===== config.mk =====
export PLATFORM = sky130hd
export DESIGN_NAME = dma_xfer_engine
export DESIGN_NICKNAME = d
export VERILOG_FILES = /design/src/rtl/dma_xfer_pkg.sv /design/src/rtl/dma_chan_regs.sv /design/src/rtl/dma_prio_arb.sv /design/src/rtl/dma_onehot_mux.sv /design/src/rtl/dma_xfer_engine.sv
export SDC_FILE = /design/constraint.sdc
export NUM_CORES = 1
export LEC_CHECK = 0
export BUFFER_PORTS_ARGS = -buffer_cell sky130_fd_sc_hd__buf_2
export CORE_UTILIZATION = 35
export CTS_CLUSTER_SIZE = 40
export DETAILED_ROUTE_END_ITERATION = 8
export GPL_TIMING_DRIVEN = 1
export PLACE_DENSITY = 0.61
export SLEW_MARGIN = 20
export SYNTH_ARGS = -nofsm -noshare
export SYNTH_HDL_FRONTEND = slang
export SYNTH_HIERARCHICAL = 1
export SYNTH_SLANG_ARGS = --single-unit

===== constraint.sdc =====
create_clock -name clk -period 4.3 [get_ports clk]
set_input_delay 0.86 -clock clk [delete_from_list [all_inputs] [get_ports clk]]
set_output_delay 0.86 -clock clk [all_outputs]
set_load 0.02 [all_outputs]

===== src/rtl/dma_xfer_pkg.sv =====
package dma_xfer_pkg;

   typedef enum logic {
      ST_IDLE = 1'b0,
      ST_XFER = 1'b1
   } xfer_state_e;

   // Host port that loads the page value of a channel.
   function automatic logic [7:0] page_port_of(input int ch);
      case (ch)
         0:       page_port_of = 8'h87;
         1:       page_port_of = 8'h83;
         2:       page_port_of = 8'h81;
         default: page_port_of = 8'h82;
      endcase
   endfunction

endpackage


===== src/rtl/dma_chan_regs.sv =====
module dma_chan_regs #(
   parameter int ADDR_W = 16,
   parameter int PAGE_W = 8
) (
   input  logic              clk,
   input  logic              rst_n,
   input  logic              prog_we,
   input  logic [ADDR_W-1:0] prog_addr,
   input  logic [ADDR_W-1:0] prog_count,
   input  logic              prog_dir,
   input  logic              page_we,
   input  logic [PAGE_W-1:0] page_data,
   input  logic              mask_we,
   input  logic              mask_set,
   input  logic              adv,
   output logic [ADDR_W-1:0] cur_addr,
   output logic [PAGE_W-1:0] page,
   output logic              dir,
   output logic              masked,
   output logic              status,
   output logic              last
);

   logic [ADDR_W-1:0] count_q;

   assign last = (count_q == '0);

   always_ff @(posedge clk) begin
      if (!rst_n) begin
         cur_addr <= '0;
         count_q  <= '0;
         page     <= '0;
         dir      <= 1'b0;
         masked   <= 1'b1;
         status   <= 1'b0;
      end else begin
         if (page_we) page <= page_data;
         if (prog_we) begin
            cur_addr <= prog_addr;
            count_q  <= prog_count;
            dir      <= prog_dir;
            status   <= 1'b0;
         end else if (adv) begin
            cur_addr <= cur_addr + 1'b1;
            count_q  <= count_q - 1'b1;
            if (last) status <= 1'b1;
         end
         if (adv && last)  masked <= 1'b1;
         else if (mask_we) masked <= mask_set;
      end
   end

endmodule


===== src/rtl/dma_prio_arb.sv =====
module dma_prio_arb #(
   parameter int N = 4
) (
   input  logic [N-1:0] req,
   output logic [N-1:0] gnt,
   output logic         any
);

   always_comb begin
      gnt = '0;
      for (int i = N - 1; i >= 0; i--) begin
         if (req[i]) begin
            gnt    = '0;
            gnt[i] = 1'b1;
         end
      end
   end

   assign any = |req;

endmodule


===== src/rtl/dma_onehot_mux.sv =====
module dma_onehot_mux #(
   parameter int N = 4,
   parameter int W = 8
) (
   input  logic [N-1:0]   sel,
   input  logic [N*W-1:0] din,
   output logic [W-1:0]   dout
);

   always_comb begin
      dout = '0;
      for (int i = 0; i < N; i++) begin
         if (sel[i]) dout = dout | din[i*W +: W];
      end
   end

endmodule


===== src/rtl/dma_xfer_engine.sv =====
module dma_xfer_engine #(
   parameter int NUM_CH = 4,
   parameter int ADDR_W = 16,
   parameter int PAGE_W = 8,
   localparam int CH_W  = (NUM_CH > 1) ? $clog2(NUM_CH) : 1,
   localparam int MA_W  = PAGE_W + ADDR_W
) (
   input  logic              clk,
   input  logic              rst_n,
   input  logic [NUM_CH-1:0] dreq,
   output logic [NUM_CH-1:0] dack,
   output logic [MA_W-1:0]   mem_addr,
   output logic              mem_rd,
   output logic              mem_wr,
   output logic              tc,
   output logic [NUM_CH-1:0] mask_state,
   output logic [NUM_CH-1:0] tc_status,
   input  logic              page_we,
   input  logic [7:0]        page_port,
   input  logic [PAGE_W-1:0] page_data,
   input  logic              prog_we,
   input  logic [CH_W-1:0]   prog_chan,
   input  logic [ADDR_W-1:0] prog_addr,
   input  logic [ADDR_W-1:0] prog_count,
   input  logic              prog_dir,
   input  logic              mask_we,
   input  logic [CH_W-1:0]   mask_chan,
   input  logic              mask_set
);

   import dma_xfer_pkg::*;

   if (NUM_CH < 1 || NUM_CH > 4) begin : g_bad_num_ch
      $error("dma_xfer_engine: NUM_CH must lie in 1..4");
   end
   if (ADDR_W < 2) begin : g_bad_addr_w
      $error("dma_xfer_engine: ADDR_W must be at least 2");
   end
   if (PAGE_W < 1 || PAGE_W > 8) begin : g_bad_page_w
      $error("dma_xfer_engine: PAGE_W must lie in 1..8");
   end

   xfer_state_e         state_q;
   logic [NUM_CH-1:0]   sel_q;
   logic                tc_q;
   logic [NUM_CH-1:0]   req_eff;
   logic [NUM_CH-1:0]   gnt;
   logic                gnt_any;
   logic [NUM_CH-1:0]   last_vec;
   logic [NUM_CH-1:0]   dir_vec;
   logic [NUM_CH*MA_W-1:0] addr_flat;
   logic [0:0]          dir_sel;
   logic                in_xfer;

   assign in_xfer = (state_q == ST_XFER);
   assign dack    = in_xfer ? sel_q : '0;

   for (genvar i = 0; i < NUM_CH; i++) begin : g_ch
      logic [ADDR_W-1:0] cur_addr;
      logic [PAGE_W-1:0] page;
      logic              ch_prog_we;
      logic              ch_mask_we;
      logic              ch_page_we;

      assign ch_prog_we = prog_we && (prog_chan == CH_W'(i));
      assign ch_mask_we = mask_we && (mask_chan == CH_W'(i));
      assign ch_page_we = page_we && (page_port == page_port_of(i));

      dma_chan_regs #(
         .ADDR_W (ADDR_W),
         .PAGE_W (PAGE_W)
      ) u_regs (
         .clk        (clk),
         .rst_n      (rst_n),
         .prog_we    (ch_prog_we),
         .prog_addr  (prog_addr),
         .prog_count (prog_count),
         .prog_dir   (prog_dir),
         .page_we    (ch_page_we),
         .page_data  (page_data),
         .mask_we    (ch_mask_we),
         .mask_set   (mask_set),
         .adv        (dack[i]),
         .cur_addr   (cur_addr),
         .page       (page),
         .dir        (dir_vec[i]),
         .masked     (mask_state[i]),
         .status     (tc_status[i]),
         .last       (last_vec[i])
      );

      assign addr_flat[i*MA_W +: MA_W] = {page, cur_addr};
   end

   assign req_eff = dreq & ~mask_state;

   dma_prio_arb #(.N(NUM_CH)) u_arb (
      .req (req_eff),
      .gnt (gnt),
      .any (gnt_any)
   );

   dma_onehot_mux #(.N(NUM_CH), .W(MA_W)) u_addr_mux (
      .sel  (sel_q),
      .din  (addr_flat),
      .dout (mem_addr)
   );

   dma_onehot_mux #(.N(NUM_CH), .W(1)) u_dir_mux (
      .sel  (sel_q),
      .din  (dir_vec),
      .dout (dir_sel)
   );

   assign mem_rd = in_xfer &&  dir_sel[0];
   assign mem_wr = in_xfer && !dir_sel[0];
   assign tc     = tc_q;

   always_ff @(posedge clk) begin
      if (!rst_n) begin
         state_q <= ST_IDLE;
         sel_q   <= '0;
         tc_q    <= 1'b0;
      end else begin
         tc_q <= 1'b0;
         case (state_q)
            ST_IDLE: begin
               if (gnt_any) begin
                  state_q <= ST_XFER;
                  sel_q   <= gnt;
               end
            end
            default: begin
               state_q <= ST_IDLE;
               tc_q    <= |(sel_q & last_vec);
            end
         endcase
      end
   end

endmodule


==> out/qor.txt <==
First drt pass iteration count = 5
Average size of a mapped cell = 8.378 um2
Static Leak = 3.831 nW
Post-route setup TNS = 0 ns
DRT antenna net count = 0
Routed via count = 8586
R2r setup slk = 1.73 ns
Wire per inst = 18.64 um
Largest area contributor in the netlist = dfxtp_1
Pre-CTS setup slack = 1.511 ns
IO Count = 102
Worst VDD drop = 0.2811 mV
Setup bufs post-CTS = 0
Drt via density = 5.597
Hold Path Class = flip-flop to flip-flop
Minimum clock period = 2.575 ns
Input/output buffers = 101
Syn_nets = 1179
Hold_sp = g_ch[2].u_regs/status
DRT iter0 DRCs = 785
Layout Cells excl Fill = 1534
FF-to-FF End = g_ch[3].u_regs/count_q[13]
CTS Root Cell = clkbuf_16
Share of layout cells above drive strength 1 = 0.1393
Fraction of registers with async set/reset = 0
EDFF count, synth = 0
Placed Area = 0.01009 mm2
Core Footprint = 0.02606 mm2
Clk slew on worst S/H paths = 0.07 ns
Synth warn = 6
Overall Power = 3.639 mW
Yosys reg bits = 178
Post-route DRC violation count = 0
Total wire length = 28.59 mm
Final period util = 0.5988
Die X = 164.9 um
Sequential-to-total area share from yosys stat = 0.3839
R2R Path Start = in_xfer
Worst skew pair latency = 0.44 ns
Synth cell types = 52
Die height = 164.9 um
Crit path arrival time = 2.90 ns
H-tree depth = 4
TritonCTS Buffers = 17
R2r worst-path depth = 5
Pwr Density = 341.7 mW/mm2
Grt ovf = 0
Critical path required time = 4.63 ns
Nets = 1257
Slowest library cell on the worst path = or4_1
Worst-path fanout max = 8
Area grow syn2layout = 14.73%
Top FF cell, synth = dfxtp_1
Critical path type = flip-flop to flip-flop
Antenna violations before repair = 0
Placer Congestion = 0.8346
Netlist Area Pre-Place = 0.009283 mm2
Diodes inserted = 0
Critical path endpoint category = flip-flop
TritonCTS clock tree = built
Final worst slack = 1.725 ns
Crit path largest cell delay = 0.65 ns
Startpoint types = flip-flop
Met3 WL = 1.404 mm
Max Cap Viol = 0
CP cell instances = and2_1, or4b_4, or4_1, o31a_1, o311a_1
Via count of the first global-routing pass = 7858
Final Cell Area = 0.01065 mm2
Synth Instances = 1108
# clock sinks = 178
Largest net degree at the start of global routing = 58
Clk buf depth = 2
Met2 wire len = 13.21 mm
Final setup fails = 0
Synth area leaders = dfxtp_1 38%, xnor2_1 7.7%, mux2i_1 7.3%, nor2_1 4.7%, a21oi_1 4.6%
Final hold slack = 0.4907 ns
Slew @ Worst Pin = 0.9887 ns
Post_cts resized = 0
Hold Path Sink = g_ch[2].u_regs/status
Top routing layer used = met4
Status = completed
Die area = 0.02718 mm2
First-pass GRT wire length = 44.19 mm
Top-area cell type share of the netlist area = 0.3839
Hold Vio Cnt, Final = 0
Row Count = 59
Initial Util = 0.3562
FMAX = 388.4 MHz
Min-Delay Path Depth = 1
Worst Skew = 0.009704 ns
Slew HR = 0.3402
Hold buffers post-CTS = 0
Total track usage = 0.2131
Placed insts = 1502
Pins Over Slew Limit = 0
RSZ-0062 raised after global routing = false
Met1 wire length = 13.54 mm
Final Core Density = 0.4087
Detailed Place HPWL = 19.91 mm
flip-flops by register name, indices dropped and copies added, names as in the netlist, 4 cells and up:
| name | cells |
|---|---|
| g_ch.u_regs/dir | 4 |
| g_ch.u_regs/status | 4 |
| g_ch.u_regs/count_q | 64 |
| g_ch.u_regs/masked | 4 |
| g_ch.u_regs/cur_addr | 64 |
| sel_q | 4 |
| g_ch.u_regs/page | 32 |
placed cells by master, fill, tap and decap left out, drive strengths merged, types with 4 or more instances in the layout:
| cell | Yosys | final |
|---|---|---|
| or4b | 4 | 4 |
| a21oi | 85 | 85 |
| or3 | 14 | 14 |
| inv | 20 | 27 |
| a22oi | 52 | 52 |
| nand2 | 72 | 72 |
| a311oi | 8 | 8 |
| xor2 | 14 | 14 |
| nor2 | 115 | 115 |
| mux2i | 68 | 68 |
| o22ai | 8 | 8 |
| nor4 | 34 | 34 |
| and3 | 4 | 4 |
| nor3b | 14 | 14 |
| and2 | 6 | 6 |
| ha | 8 | 8 |
| clkbuf | 49 | 18 |
| buf | 16 | 124 |
| nor3 | 37 | 37 |
| nand2b | 7 | 7 |
| or4 | 10 | 10 |
| o21a | 4 | 4 |
| nand3 | 22 | 22 |
| nor4b | 4 | 4 |
| dfxtp | 178 | 178 |
| nand4 | 32 | 32 |
| xnor2 | 82 | 82 |
| a31oi | 13 | 13 |
| clkinv | 4 | 10 |
| o31ai | 8 | 8 |
| nor4bb | 4 | 4 |
| a211oi | 4 | 4 |
| o21ai | 74 | 74 |
| nor2b | 10 | 10 |
worst max-delay path by stage:
stage / cells past startpoint / from / slack [ns] / endpoint
after floorplan: 6 / sel_q[3] / 1.71 / g_ch[3].u_regs/count_q[13]
after global placement: 7 / prog_chan[1] / 1.52 / g_ch[3].u_regs/cur_addr[14]
after detailed placement: 7 / prog_chan[1] / 1.51 / g_ch[3].u_regs/cur_addr[14]
after CTS: 5 / in_xfer / 1.73 / g_ch[3].u_regs/count_q[13]
after global routing: 5 / in_xfer / 1.65 / g_ch[3].u_regs/count_q[13]
final: 5 / in_xfer / 1.73 / g_ch[3].u_regs/count_q[13]
critical path, delay by kind of cell, from the launching register on:
| family | cells | cell delay [ns] |
|---|---|---|
| DFF | 1 | 0.50 |
| and+or+nand+nor | 3 | 1.35 |
| AOI/OAI and AO/OA | 2 | 0.61 |
power breakdown:
part	switching (mW)	internal (mW)	leakage, nW
combinational	0.214	0.134	2.11
sequential	0.0695	1.71	1.45
clock	0.739	0.776	0.277
synthesized netlist by cell type, types with 6 or more instances:
cell	number
or4_1	10
a21oi_1	85
dfxtp_1	178
nand4_1	32
nor2b_1	10
nor2_1	115
a22oi_1	52
buf_1	7
nor3b_1	13
a311oi_1	8
or3_1	14
a31oi_1	13
nand2_1	72
ha_1	8
mux2i_1	68
and2_1	6
nand3_1	22
xor2_1	14
o21ai_0	74
o22ai_1	8
inv_1	20
nor3_1	37
o31ai_1	8
nor4_1	33
nand2b_1	7
clkbuf_1	47
xnor2_1	82
layer usage:
layer	vias to the layer above	track usage
li1	4192	-
met1	4145	0.2939
met2	218	0.3419
met3	31	0.03290
met4	0	0.06005
met5	-	0
area by class of cell:
| type | count | area, um2 |
|---|---|---|
| Clock buffer | 18 | 439.2 |
| Clock inverter | 14 | 121.4 |
| Fill cell | 2659 | 15410 |
| Inverter | 24 | 90.09 |
| Multi-Input combinational cell | 841 | 5339 |
| Sequential cell | 178 | 3563 |
| Tap cell | 335 | 419.2 |
| Timing Repair Buffer | 124 | 678.2 |
kinds of logic after synthesis:
family          share of synthesized area
flops                              0.3839
simple gates                       0.2254
buf+inv                           0.04151
xor+xnor                          0.09058
mux                               0.07332
fa+ha+maj                         0.01078
compound gates                     0.1746
(Power assumes the default switching activity.)
